### src/rtl/ea_gen_pkg.sv
package ea_gen_pkg;
  typedef enum logic [3:0] {
    EA_DREG, EA_AREG, EA_IND, EA_POSTINC, EA_PREDEC, EA_DISP, EA_IDX,
    EA_ABSW, EA_ABSL, EA_PCDISP, EA_PCIDX, EA_IMM, EA_BAD
  } ea_mode_e;

  typedef struct packed {
    logic data;
    logic mem;
    logic ctrl;
    logic alter;
  } ea_class_t;

  localparam logic [1:0] BD_RSVD = 2'b00;
  localparam logic [1:0] BD_NULL = 2'b01;
  localparam logic [1:0] BD_WORD = 2'b10;
  localparam logic [1:0] BD_LONG = 2'b11;
endpackage

### src/rtl/ea_decode.sv
module ea_decode
  import ea_gen_pkg::*;
(
  input  logic [5:0] spec_i,
  output ea_mode_e   mode_o,
  output ea_class_t  cls_o
);
  always_comb begin
    case (spec_i[5:3])
      3'd0: mode_o = EA_DREG;
      3'd1: mode_o = EA_AREG;
      3'd2: mode_o = EA_IND;
      3'd3: mode_o = EA_POSTINC;
      3'd4: mode_o = EA_PREDEC;
      3'd5: mode_o = EA_DISP;
      3'd6: mode_o = EA_IDX;
      default: begin
        case (spec_i[2:0])
          3'd0:    mode_o = EA_ABSW;
          3'd1:    mode_o = EA_ABSL;
          3'd2:    mode_o = EA_PCDISP;
          3'd3:    mode_o = EA_PCIDX;
          3'd4:    mode_o = EA_IMM;
          default: mode_o = EA_BAD;
        endcase
      end
    endcase
  end

  always_comb begin
    case (mode_o)
      EA_DREG:               cls_o = '{data: 1'b1, mem: 1'b0, ctrl: 1'b0, alter: 1'b1};
      EA_AREG:               cls_o = '{data: 1'b0, mem: 1'b0, ctrl: 1'b0, alter: 1'b1};
      EA_POSTINC, EA_PREDEC: cls_o = '{data: 1'b1, mem: 1'b1, ctrl: 1'b0, alter: 1'b1};
      EA_PCDISP, EA_PCIDX:   cls_o = '{data: 1'b1, mem: 1'b1, ctrl: 1'b1, alter: 1'b0};
      EA_IMM:                cls_o = '{data: 1'b1, mem: 1'b1, ctrl: 1'b0, alter: 1'b0};
      EA_BAD:                cls_o = '0;
      default:               cls_o = '{data: 1'b1, mem: 1'b1, ctrl: 1'b1, alter: 1'b1};
    endcase
  end
endmodule

### src/rtl/ea_index.sv
module ea_index #(
  parameter int DW   = 32,
  parameter int NREG = 8,
  localparam int RIW = $clog2(NREG)
) (
  input  logic [NREG*DW-1:0] dreg_i,
  input  logic [NREG*DW-1:0] areg_i,
  input  logic [15:0]        ext_i,
  output logic [DW-1:0]      idx_o
);
  logic [RIW-1:0] sel;
  logic [DW-1:0]  raw;
  logic [DW-1:0]  val;

  assign sel = ext_i[12 +: RIW];
  assign raw = ext_i[15] ? areg_i[sel*DW +: DW] : dreg_i[sel*DW +: DW];
  assign val = ext_i[11] ? raw : {{(DW-16){raw[15]}}, raw[15:0]};
  assign idx_o = val << ext_i[10:9];
endmodule

### src/rtl/ea_step.sv
module ea_step #(
  parameter int DW  = 32,
  parameter int RIW = 3
) (
  input  logic [1:0]     size_i,
  input  logic [RIW-1:0] reg_i,
  output logic [DW-1:0]  step_o
);
  localparam logic [RIW-1:0] SP_IDX = '1;

  always_comb begin
    case (size_i)
      2'b00:   step_o = (reg_i == SP_IDX) ? DW'(2) : DW'(1);
      2'b01:   step_o = DW'(2);
      default: step_o = DW'(4);
    endcase
  end
endmodule

### src/rtl/ea_gen.sv
module ea_gen
  import ea_gen_pkg::*;
#(
  parameter int DW   = 32,
  parameter int NREG = 8,
  localparam int RIW = $clog2(NREG)
) (
  input  logic              clk_i,
  input  logic              rst_ni,
  input  logic              valid_i,
  input  logic [5:0]        spec_i,
  input  logic [1:0]        size_i,
  input  logic [NREG*DW-1:0] dreg_i,
  input  logic [NREG*DW-1:0] areg_i,
  input  logic [DW-1:0]     pc_i,
  input  logic [15:0]       ext0_i,
  input  logic [15:0]       ext1_i,
  input  logic [15:0]       ext2_i,
  output logic              valid_o,
  output logic [DW-1:0]     addr_o,
  output logic              wb_en_o,
  output logic [RIW-1:0]    wb_reg_o,
  output logic [DW-1:0]     wb_data_o,
  output logic              cls_data_o,
  output logic              cls_mem_o,
  output logic              cls_ctrl_o,
  output logic              cls_alter_o,
  output logic              illegal_o
);
  ea_mode_e       mode;
  ea_class_t      cls_raw, cls_n;
  logic [RIW-1:0] rsel;
  logic [DW-1:0]  an, step, idx, base, bd, idx_addr, addr_n, wb_data_n;
  logic [DW-1:0]  d16, d8;
  logic           full, bad_ext, illegal_n, wb_en_n, is_idx;

  ea_decode u_decode (.spec_i(spec_i), .mode_o(mode), .cls_o(cls_raw));

  ea_index #(.DW(DW), .NREG(NREG)) u_index (
    .dreg_i(dreg_i), .areg_i(areg_i), .ext_i(ext0_i), .idx_o(idx)
  );

  ea_step #(.DW(DW), .RIW(RIW)) u_step (
    .size_i(size_i), .reg_i(rsel), .step_o(step)
  );

  assign rsel = spec_i[RIW-1:0];
  assign an   = areg_i[rsel*DW +: DW];
  assign d16  = {{(DW-16){ext0_i[15]}}, ext0_i};
  assign d8   = {{(DW-8){ext0_i[7]}}, ext0_i[7:0]};
  assign full = ext0_i[8];

  assign is_idx  = (mode == EA_IDX) || (mode == EA_PCIDX);
  assign bad_ext = is_idx && full && (ext0_i[5:4] == BD_RSVD);

  // full format: optional base suppression, sized base displacement
  always_comb begin
    base = (mode == EA_PCIDX) ? pc_i : an;
    if (full && ext0_i[7]) base = '0;
    if (!full) bd = d8;
    else begin
      case (ext0_i[5:4])
        BD_WORD: bd = {{(DW-16){ext1_i[15]}}, ext1_i};
        BD_LONG: bd = DW'({ext1_i, ext2_i});
        default: bd = '0;
      endcase
    end
  end

  assign idx_addr = base + bd + idx;

  always_comb begin
    addr_n    = '0;
    wb_en_n   = 1'b0;
    wb_data_n = '0;
    case (mode)
      EA_IND:     addr_n = an;
      EA_POSTINC: begin
        addr_n    = an;
        wb_en_n   = 1'b1;
        wb_data_n = an + step;
      end
      EA_PREDEC:  begin
        addr_n    = an - step;
        wb_en_n   = 1'b1;
        wb_data_n = an - step;
      end
      EA_DISP:    addr_n = an + d16;
      EA_IDX,
      EA_PCIDX:   addr_n = bad_ext ? '0 : idx_addr;
      EA_ABSW:    addr_n = d16;
      EA_ABSL:    addr_n = DW'({ext0_i, ext1_i});
      EA_PCDISP:  addr_n = pc_i + d16;
      default:    addr_n = '0;
    endcase
  end

  assign illegal_n = (mode == EA_BAD) || bad_ext;
  assign cls_n     = bad_ext ? '0 : cls_raw;

  always_ff @(posedge clk_i or negedge rst_ni) begin
    if (!rst_ni) begin
      valid_o     <= 1'b0;
      addr_o      <= '0;
      wb_en_o     <= 1'b0;
      wb_reg_o    <= '0;
      wb_data_o   <= '0;
      cls_data_o  <= 1'b0;
      cls_mem_o   <= 1'b0;
      cls_ctrl_o  <= 1'b0;
      cls_alter_o <= 1'b0;
      illegal_o   <= 1'b0;
    end else if (valid_i) begin
      valid_o     <= 1'b1;
      addr_o      <= addr_n;
      wb_en_o     <= wb_en_n;
      wb_reg_o    <= rsel;
      wb_data_o   <= wb_data_n;
      cls_data_o  <= cls_n.data;
      cls_mem_o   <= cls_n.mem;
      cls_ctrl_o  <= cls_n.ctrl;
      cls_alter_o <= cls_n.alter;
      illegal_o   <= illegal_n;
    end else begin
      valid_o   <= 1'b0;
      wb_en_o   <= 1'b0;
      illegal_o <= 1'b0;
    end
  end
endmodule

### config.mk
export PLATFORM = sky130hd
export DESIGN_NAME = ea_gen
export DESIGN_NICKNAME = d
export VERILOG_FILES = /design/src/rtl/ea_gen_pkg.sv /design/src/rtl/ea_decode.sv /design/src/rtl/ea_index.sv /design/src/rtl/ea_step.sv /design/src/rtl/ea_gen.sv
export SDC_FILE = /design/constraint.sdc
export NUM_CORES = 1
export LEC_CHECK = 0
export BUFFER_PORTS_ARGS = -buffer_cell sky130_fd_sc_hd__buf_2
export CORE_AREA = 5 5 264 266
export CTS_BUF_LIST = sky130_fd_sc_hd__clkbuf_16
export DETAILED_ROUTE_END_ITERATION = 12
export DIE_AREA = 0 0 269 271
export HOLD_SLACK_MARGIN = 0.15
export SYNTH_ARGS = -nofsm -noshare
export SYNTH_HDL_FRONTEND = slang
export SYNTH_HIERARCHICAL = 1
export SYNTH_SLANG_ARGS = --single-unit
### constraint.sdc
create_clock -name clk_i -period 1.38 [get_ports clk_i]
set_input_delay 0.276 -clock clk_i [delete_from_list [all_inputs] [get_ports clk_i]]
set_output_delay 0.276 -clock clk_i [all_outputs]
set_load 0.02 [all_outputs]
==> run summary, run 1 <==
Worst setup path
• startpoint of the worst setup timing path: spec_i[0]
• capture point of the critical path: addr_o[30]
• Setup crit end kind: flip-flop
• Crit path largest cell delay: 0.53 ns
• Crit-path slowest cell: sky130_fd_sc_hd__mux4_2
• kind of critical path: in2reg
• Reg-to-Reg Start: addr_o[20]
• setup slack on the worst flop-to-flop path: 0.02 ns
• end of the worst register-to-register path: addr_o[20]
• type of origin of the critical path: primary input
• length in cells of the worst reg-to-reg path: 4
• Data arrival, critical path: 4.70 ns
• critical path cell sequence: buf_16 -> buf_16 -> buf_12 -> buf_8 -> mux4_2 -> mux2i_4 -> a211oi_2 -> fa_1 -> ha_4 -> a211oi_2 -> nor2_2 -> o41a_1 -> a311o_2 -> a32oi_2 -> nand3_2 -> a221oi_4 -> o2bb2ai_2 -> mux2i_1 -> a31oi_1
• Data required, critical path: 1.62 ns
• critical path fanouts, max: 6

Clocking
• total number of clock tree sinks: 74
• number of levels in the clock H-tree: 3
• clk_lat worst skew: 0.36 ns
• clock tree root driver cell: sky130_fd_sc_hd__clkbuf_16
• clock edge transition at the registers on the reported setup and hold paths: 0.06 ns
• maximum buffer depth of the clock tree: 2
• clock buffer count from CTS: 9
• CTS tree: built

Final layout
• fin util: 49.8%
• Final Instance Count excl. Fillers: 4,536
• fraction of final layout cells with drive strength greater than 1: 57.8%
• Largest regs: addr_o: 32 flops, wb_data_o: 32 flops, wb_reg_o: 3 flops
• final non-filler cell area: 33,300 sq um
• relative area change from synthesis to final layout: 71.2%
• final layout net count: 4,374

Timing
• Max Slew Vio Count: 0
• relative slew slack: 18.5%
• Max Clock Skew: 0 ns
• slew at the pin closest to its max-slew limit: 1.19 ns
• Period Utilization, post-route: 323%
• total count of hold-check failures in the final report: 0
• unrepaired setup endpoints after global routing: yes
• number of failing setup endpoints in the final timing report: 70
• time the worst path needs with I/O delays and setup: 4.46 ns
• min setup slack post-route: -3.08 ns
• highest clock frequency the design can meet: 0.224 GHz

Detailed routing
• routed length per instance: 27.4 um
• post-route DRC violation count: 0
• number of routed nets with antenna violations: 0
• total number of vias: 25,556
• DR pass1 iterations: 5
• wire length after detailed routing: 124 mm
• DRC violation total after the first TritonRoute iteration: 2,539
• number of vias per cell after detailed routing: 5.63

Logic synthesis
• total of warnings raised by yosys: 6
• Post-synth top flop: sky130_fd_sc_hd__dfrtp_1
• post-synthesis instance total: 2,237
• Seq cells post-synth: 74
• summed instance area of the synthesized netlist: 19,400 sq um
• number of unique standard cell types used by synthesis: 93
• post-synthesis async set-or-reset flop share: 100%
• share of the yosys chip area belonging to registers: 9.53%
• number of synthesized flops with an enable pin: 0
• Avg Synthesized Cell Area: 8.68 sq um

Floorplanning
• Die Y-Extent: 271 um
• Die X-Extent: 269 um
• core footprint: 66,800 sq um
• number of ports placed on the die boundary: 677
• starting utilization of the core area: 29.1%
• Cell Rows: 95
• die footprint: 72,900 sq um

Power and ir drop
• clock group share of total power: 8.6%
• share of power burned in registers: 9.0%
• proportion of power drawn by combinational gates: 82.5%
• post-layout total power: 0.0305 W
• power per cell area: 916 nW/um^2
• Int Pwr: 0.0166 W
• Max IR drop VDD: 0.000621 V
• Psw: 0.0138 W
• switching part of the total power: 45.4%
• P_leak: 15.4 nW

Placed design
• Port Buffers: 676
• Final GP Congestion: 1.02
• total placed instance area: 29,700 sq um
• total instance count after detailed placement: 4,392
• post-detailed-placement half-perimeter wirelength: 105 mm

Run
• max_cap viols: 0

Outcome
• outcome: complete, but fails checks
• violations in the final reports: setup timing

Global routing
• pin count of the biggest net entering global routing: 58
• number of global-route vias before repair: 24,910
• GRT Util Overall: 32.2%
• grt ovf: 0
• initial antenna violation count: 75
• wire length of the first global-routing pass: 173 mm

Hold path
• Hold Crit Class: in2reg

==> cell usage in the layout (no fill, tap or decap), types with 46 or more instances in the layout <==
| master | count |
|---|---|
| sky130_fd_sc_hd__mux4_2 | 180 |
| sky130_fd_sc_hd__mux2i_1 | 90 |
| sky130_fd_sc_hd__a22oi_1 | 46 |
| sky130_fd_sc_hd__inv_1 | 114 |
| sky130_fd_sc_hd__buf_4 | 749 |
| sky130_fd_sc_hd__dfrtp_1 | 74 |
| sky130_fd_sc_hd__xnor2_1 | 56 |
| sky130_fd_sc_hd__a21oi_1 | 141 |
| sky130_fd_sc_hd__buf_2 | 669 |
| sky130_fd_sc_hd__nor2_1 | 193 |
| sky130_fd_sc_hd__diode_2 | 46 |
| sky130_fd_sc_hd__buf_6 | 50 |
| sky130_fd_sc_hd__ha_1 | 100 |
| sky130_fd_sc_hd__nand2_1 | 146 |
| sky130_fd_sc_hd__o21ai_0 | 59 |
==> metal layers <==
metal  routed length [um]  GRT usage (%)  vias up
li1                     -              -    11354
met1                50200           42.8    12406
met2                57200           51.7     1488
met3                 9700           5.07      294
met4                 6940           14.1       14
met5                   78              0        -
==> stage by stage <==
step	setup WS [ns]	hold slack, ns	setup TNS, ns
6_report	-3.08	0.373	-160.67
5_1_grt	-3.20	0.395	-166.38
4_1_cts	-3.12	0.349	-163.27
3_5_place_dp	-3.68	0.218	-195.73
3_3_place_gp	-3.59	0.221	-193.85
2_1_floorplan	-3.16	-0.0196	-146.34
==> cell usage after synthesis, types with 7 or more instances <==
master	n	area, sq um
sky130_fd_sc_hd__nand3_1	36	180
sky130_fd_sc_hd__a21oi_1	192	961
sky130_fd_sc_hd__a221oi_1	26	228
sky130_fd_sc_hd__mux4_1	18	473
sky130_fd_sc_hd__nand2b_1	26	163
sky130_fd_sc_hd__inv_1	119	447
sky130_fd_sc_hd__nor2_1	216	811
sky130_fd_sc_hd__a211oi_1	51	383
sky130_fd_sc_hd__o21a_1	15	113
sky130_fd_sc_hd__mux4_2	173	3900
sky130_fd_sc_hd__or3_1	12	75.1
sky130_fd_sc_hd__and2_1	12	75.1
sky130_fd_sc_hd__fa_1	35	701
sky130_fd_sc_hd__nand2_1	156	586
sky130_fd_sc_hd__buf_4	33	248
sky130_fd_sc_hd__dfrtp_1	74	1850
sky130_fd_sc_hd__nand4_1	13	81.3
sky130_fd_sc_hd__or2_2	7	43.8
sky130_fd_sc_hd__clkbuf_1	105	394
sky130_fd_sc_hd__o21ai_0	87	435
sky130_fd_sc_hd__buf_1	10	37.5
sky130_fd_sc_hd__o22ai_1	20	125
sky130_fd_sc_hd__buf_2	40	200
sky130_fd_sc_hd__o211ai_1	16	120
sky130_fd_sc_hd__nor2b_1	25	156
sky130_fd_sc_hd__o221ai_1	12	105
sky130_fd_sc_hd__ha_1	124	1550
sky130_fd_sc_hd__o21bai_1	15	113
sky130_fd_sc_hd__a22oi_1	49	368
sky130_fd_sc_hd__a31oi_1	28	175
sky130_fd_sc_hd__mux2_2	17	191
sky130_fd_sc_hd__a2111oi_0	7	61.3
sky130_fd_sc_hd__o2bb2ai_1	23	201
sky130_fd_sc_hd__and3_1	7	43.8
sky130_fd_sc_hd__xnor2_1	80	701
sky130_fd_sc_hd__a21o_1	40	300
sky130_fd_sc_hd__xor2_1	25	219
sky130_fd_sc_hd__a32oi_1	9	78.8
sky130_fd_sc_hd__nor3_1	38	190
sky130_fd_sc_hd__mux2i_1	118	1180
==> worst min path at each step <==
stage	slack, ns	startpoint	end	depth (start not counted)
5_1_grt	0.39	spec_i[0]	wb_reg_o[0]	3
3_3_place_gp	0.22	rst_ni	wb_data_o[0]	1
3_5_place_dp	0.22	rst_ni	addr_o[15]	1
6_report	0.37	spec_i[5]	cls_alter_o	4
4_1_cts	0.35	spec_i[5]	cls_alter_o	4
2_1_floorplan	-0.02	rst_ni	addr_o[0]	0
==> worst max-delay path: cells and delay by family <==
| family | cells | cell delay (ns) |
|---|---|---|
| buffers and inverters | 4 | 0.51 |
| and+or+nand+nor | 2 | 0.20 |
| muxes | 3 | 1.00 |
| AOI/OAI and AO/OA | 8 | 1.94 |
| adders and majority gates | 2 | 0.72 |
==> cell families (layout without fill, tap and decap cells) <==
kind of cell	after synthesis	after routing	share of synthesized area (%)
AOI/OAI and AO/OA	676	676	23.6
and+or+nand+nor	578	578	13.6
muxes	327	327	29.6
buffers and inverters	317	1669	7.30
adders and majority gates	159	159	11.6
xor gates and xnor gates	105	105	4.73
DFF	74	74	9.53
other	1	75	0.0193
==> final cells by class <==
cell class / instances / area, sq um
Clock buffer: 9 / 225
Antenna cell: 46 / 115
Fill cell: 6341 / 33500
Timing Repair Buffer: 1530 / 10900
Multi-Input combinational cell: 1874 / 18500
Sequential cell: 74 / 1850
Tap cell: 873 / 1090
Inverter: 123 / 469
Clock inverter: 7 / 85.1
==> power by group through the flow <==
| stage | registers, W | clock network, W | logic (W) |
|---|---|---|---|
| floorplan | 0.00314 | 0 | 0.0106 |
| global placement | 0.00275 | 0 | 0.0203 |
| detailed placement | 0.00276 | 0 | 0.0204 |
| CTS | 0.00272 | 0.00266 | 0.0223 |
| global route | 0.00277 | 0.00272 | 0.0267 |
| finish | 0.00274 | 0.00261 | 0.0251 |
==> what timing repair did <==
item,in CTS,in global routing
hold endpoints to repair,56,0
buffers inserted,38,48
pin swaps,85,174
gates cloned,8,5
endpoints found under the setup margin,70,70
resized for setup,233,234
hold buffers,1,0
(Power assumes the default switching activity.)
==> inputs of run 2 (changes only) <==
==> constraint.sdc (replaced) <==
create_clock -name clk_i -period 4.66 [get_ports clk_i]
set_input_delay 0.932 -clock clk_i [delete_from_list [all_inputs] [get_ports clk_i]]
set_output_delay 0.932 -clock clk_i [all_outputs]
set_load 0.02 [all_outputs]
==> run 2 against run 1 <==
Effect of this change:
- the flow still finishes with violations (setup timing)
- wire length is 0.97% higher
- global-route usage rose by 0.12 points
- die area did not move
- highest routed layer unchanged
==> run summary, run 2 (same netlist as run 1, synthesis figures left out) <==
Hold path
• Hold Crit Class: reg2reg, was in2reg
• cell depth of the worst hold path: 1, was 4

Worst setup path
• critical path fanouts, max: 7, was 6
• Setup crit end kind: flip-flop, unchanged
• type of origin of the critical path: primary input, unchanged
• length in cells of the worst reg-to-reg path: 6, was 4
• Data arrival, critical path: 5.45 ns, was 4.70 ns
• Crit path largest cell delay: 0.60 ns, was 0.53 ns
• critical path cell sequence: buf_16 -> buf_8 -> buf_12 -> buf_4 -> buf_8 -> mux4_2 -> mux2i_2 -> a22oi_1 -> nand2_2 -> mux2i_4 -> fa_1 -> ha_4 -> a21oi_4 -> nor2b_1 -> o21a_1 -> a311o_1 -> a32oi_2 -> nand3_1 -> a221oi_2 -> buf_4 -> xnor2_2 -> a21oi_1 -> a32oi_1, was buf_16 -> buf_16 -> buf_12 -> buf_8 -> mux4_2 -> mux2i_4 -> a211oi_2 -> fa_1 -> ha_4 -> a211oi_2 -> nor2_2 -> o41a_1 -> a311o_2 -> a32oi_2 -> nand3_2 -> a221oi_4 -> o2bb2ai_2 -> mux2i_1 -> a31oi_1
• Crit-path slowest cell: sky130_fd_sc_hd__fa_1, was sky130_fd_sc_hd__mux4_2
• kind of critical path: in2reg, unchanged
• Data required, critical path: 4.95 ns, was 1.62 ns

Floorplanning
• core footprint: 66,800 sq um, unchanged
• die footprint: 72,900 sq um, unchanged
• starting utilization of the core area: 29.1%, unchanged
• Cell Rows: 95, unchanged
• number of ports placed on the die boundary: 677, unchanged
• Die Y-Extent: 271 um, unchanged
• Die X-Extent: 269 um, unchanged

Global routing
• wire length of the first global-routing pass: 174 mm, was 173 mm
• grt ovf: 0, unchanged
• GRT Util Overall: 32.3%, was 32.2%
• initial antenna violation count: 66, was 75
• pin count of the biggest net entering global routing: 49, was 58
• number of global-route vias before repair: 24,592, was 24,910

Timing
• total count of hold-check failures in the final report: 0, unchanged
• unrepaired setup endpoints after global routing: yes, unchanged
• worst slack on hold paths: 0.478 ns, was 0.373 ns
• relative slew slack: 9.85%, was 18.5%
• min setup slack post-route: -0.498 ns, was -3.08 ns
• time the worst path needs with I/O delays and setup: 5.16 ns
• highest clock frequency the design can meet: 0.194 GHz
• slew at the pin closest to its max-slew limit: 1.35 ns, was 1.19 ns
• Max Slew Vio Count: 0, unchanged
• Max Clock Skew: 0 ns, unchanged
• Period Utilization, post-route: 111%
• number of failing setup endpoints in the final timing report: 22, was 70

Final layout
• count of fill cells added during filler insertion: 6,540, was 6,341
• fin util: 47.8%, was 49.8%
• most common library cell in the layout ignoring fill and taps: sky130_fd_sc_hd__buf_2, was sky130_fd_sc_hd__buf_4
• Final Instance Count excl. Fillers: 4,415, was 4,536
• relative area change from synthesis to final layout: 64.5%, was 71.2%
• fraction of final layout cells with drive strength greater than 1: 54.9%, was 57.8%
• commonest non-fill, non-tap cells in the layout: sky130_fd_sc_hd__buf_2, sky130_fd_sc_hd__buf_4, sky130_fd_sc_hd__nor2_1, was sky130_fd_sc_hd__buf_4, sky130_fd_sc_hd__buf_2, sky130_fd_sc_hd__nor2_1
• final layout net count: 4,266, was 4,374
• Largest regs: addr_o: 32 flops, wb_data_o: 32 flops, wb_reg_o: 3 flops, unchanged

Detailed routing
• wire length after detailed routing: 125 mm, was 124 mm
• number of routed nets with antenna violations: 0, unchanged
• post-route DRC violation count: 0, unchanged
• DR pass1 iterations: 6, was 5
• number of vias per cell after detailed routing: 5.72, was 5.63
• total number of vias: 25,243, was 25,556
• routed length per instance: 28.4 um, was 27.4 um
• DRC violation total after the first TritonRoute iteration: 2,664, was 2,539

Clocking
• maximum buffer depth of the clock tree: 2, unchanged
• CTS Hold Buffers Added: 0, was 1
• clock tree root driver cell: sky130_fd_sc_hd__clkbuf_16, unchanged
• clock edge transition at the registers on the reported setup and hold paths: 0.07 ns, was 0.06 ns
• CTS tree: built, unchanged
• clock buffer count from CTS: 9, unchanged
• clk_lat worst skew: 0.37 ns, was 0.36 ns
• total number of clock tree sinks: 74, unchanged
• number of levels in the clock H-tree: 3, unchanged

Power and ir drop
• power per cell area: 279 nW/um^2, was 916 nW/um^2
• post-layout total power: 0.00890 W, was 0.0305 W
• Max IR drop VDD: 0.000162 V, was 0.000621 V
• P_leak: 14.8 nW, was 15.4 nW

Placed design
• Final GP Congestion: 1.05, was 1.02
• Setup Slack @ Placement: -1.20 ns, was -3.68 ns
• Port Buffers: 676, unchanged
• post-detailed-placement half-perimeter wirelength: 104 mm, was 105 mm
• total instance count after detailed placement: 4,269, was 4,392

Run
• max_cap viols: 0, unchanged

Outcome
• outcome: complete, but fails checks, unchanged
• violations in the final reports: setup timing, unchanged

==> run 2: worst paths after layout <==
kind / from / endpoint / slack [ns]
worst max-delay path: ext0_i[13] / addr_o[28] / -0.50
worst min-delay path: addr_o[17] / addr_o[17] / 0.48
worst max register to register: addr_o[27] / addr_o[27] / 3.21
worst min register to register: addr_o[17] / addr_o[17] / 0.48
max in group asynchronous: rst_ni / wb_data_o[27] / 3.13
min in group asynchronous: rst_ni / wb_reg_o[0] / 0.62
==> run 2: worst max-delay path, delay by kind of cell <==
kind | cells | cell delay, ns
multiplexers | 3 | 0.61
XOR/XNOR | 1 | 0.10
AND/OR/NAND/NOR | 3 | 0.34
adder cells (fa/ha/maj) | 2 | 0.83
buffers and inverters | 6 | 0.88
AO/OA/AOI/OAI | 8 | 1.74
==> run 2: power by group <==
group	switching, W	internal [W]	total [W]
sequential	0.0000702	0.000742	0.000812
combinational	0.00365	0.00366	0.00731
clock	0.000317	0.000464	0.000781
==> run 2: timing repair <==
action | CTS | global route
pin swaps | 89 | 140
cloned | 11 | 6
resized for setup | 195 | 263
endpoints found under the setup margin | 41 | 40
setup buffers | 55 | 43
==> run 2: final cells by class <==
| class | count | area [sq um] | area share, % |
|---|---|---|---|
| sequential | 74 | 1850 | 5.79 |
| clock buffer | 9 | 225 | 0.705 |
| tap | 873 | 1090 | 3.42 |
| multi-input combinational | 1874 | 18200 | 56.8 |
| antenna | 33 | 82.6 | 0.258 |
| clock inverter | 7 | 85.1 | 0.266 |
| inverter | 123 | 467 | 1.46 |
| timing repair buffer | 1422 | 10000 | 31.3 |
==> run 2: routing by layer <==
metal / up-vias / wire length, um / global-route usage (%)
li1: 11137 / - / -
met1: 12324 / 49600 / 42.3
met2: 1428 / 58000 / 51.8
met3: 326 / 10900 / 6.08
met4: 28 / 6660 / 14.3
met5: - / 178 / 0
==> run 2: metrics by stage <==
stage / area [sq um] / TNS, ns
floorplan: 19800 / -6.85
global placement: 28300 / -35.61
global route: 31900 / -10.42
finish: 32000 / -6.75
CTS: 30200 / -5.95
detailed placement: 28300 / -37.26
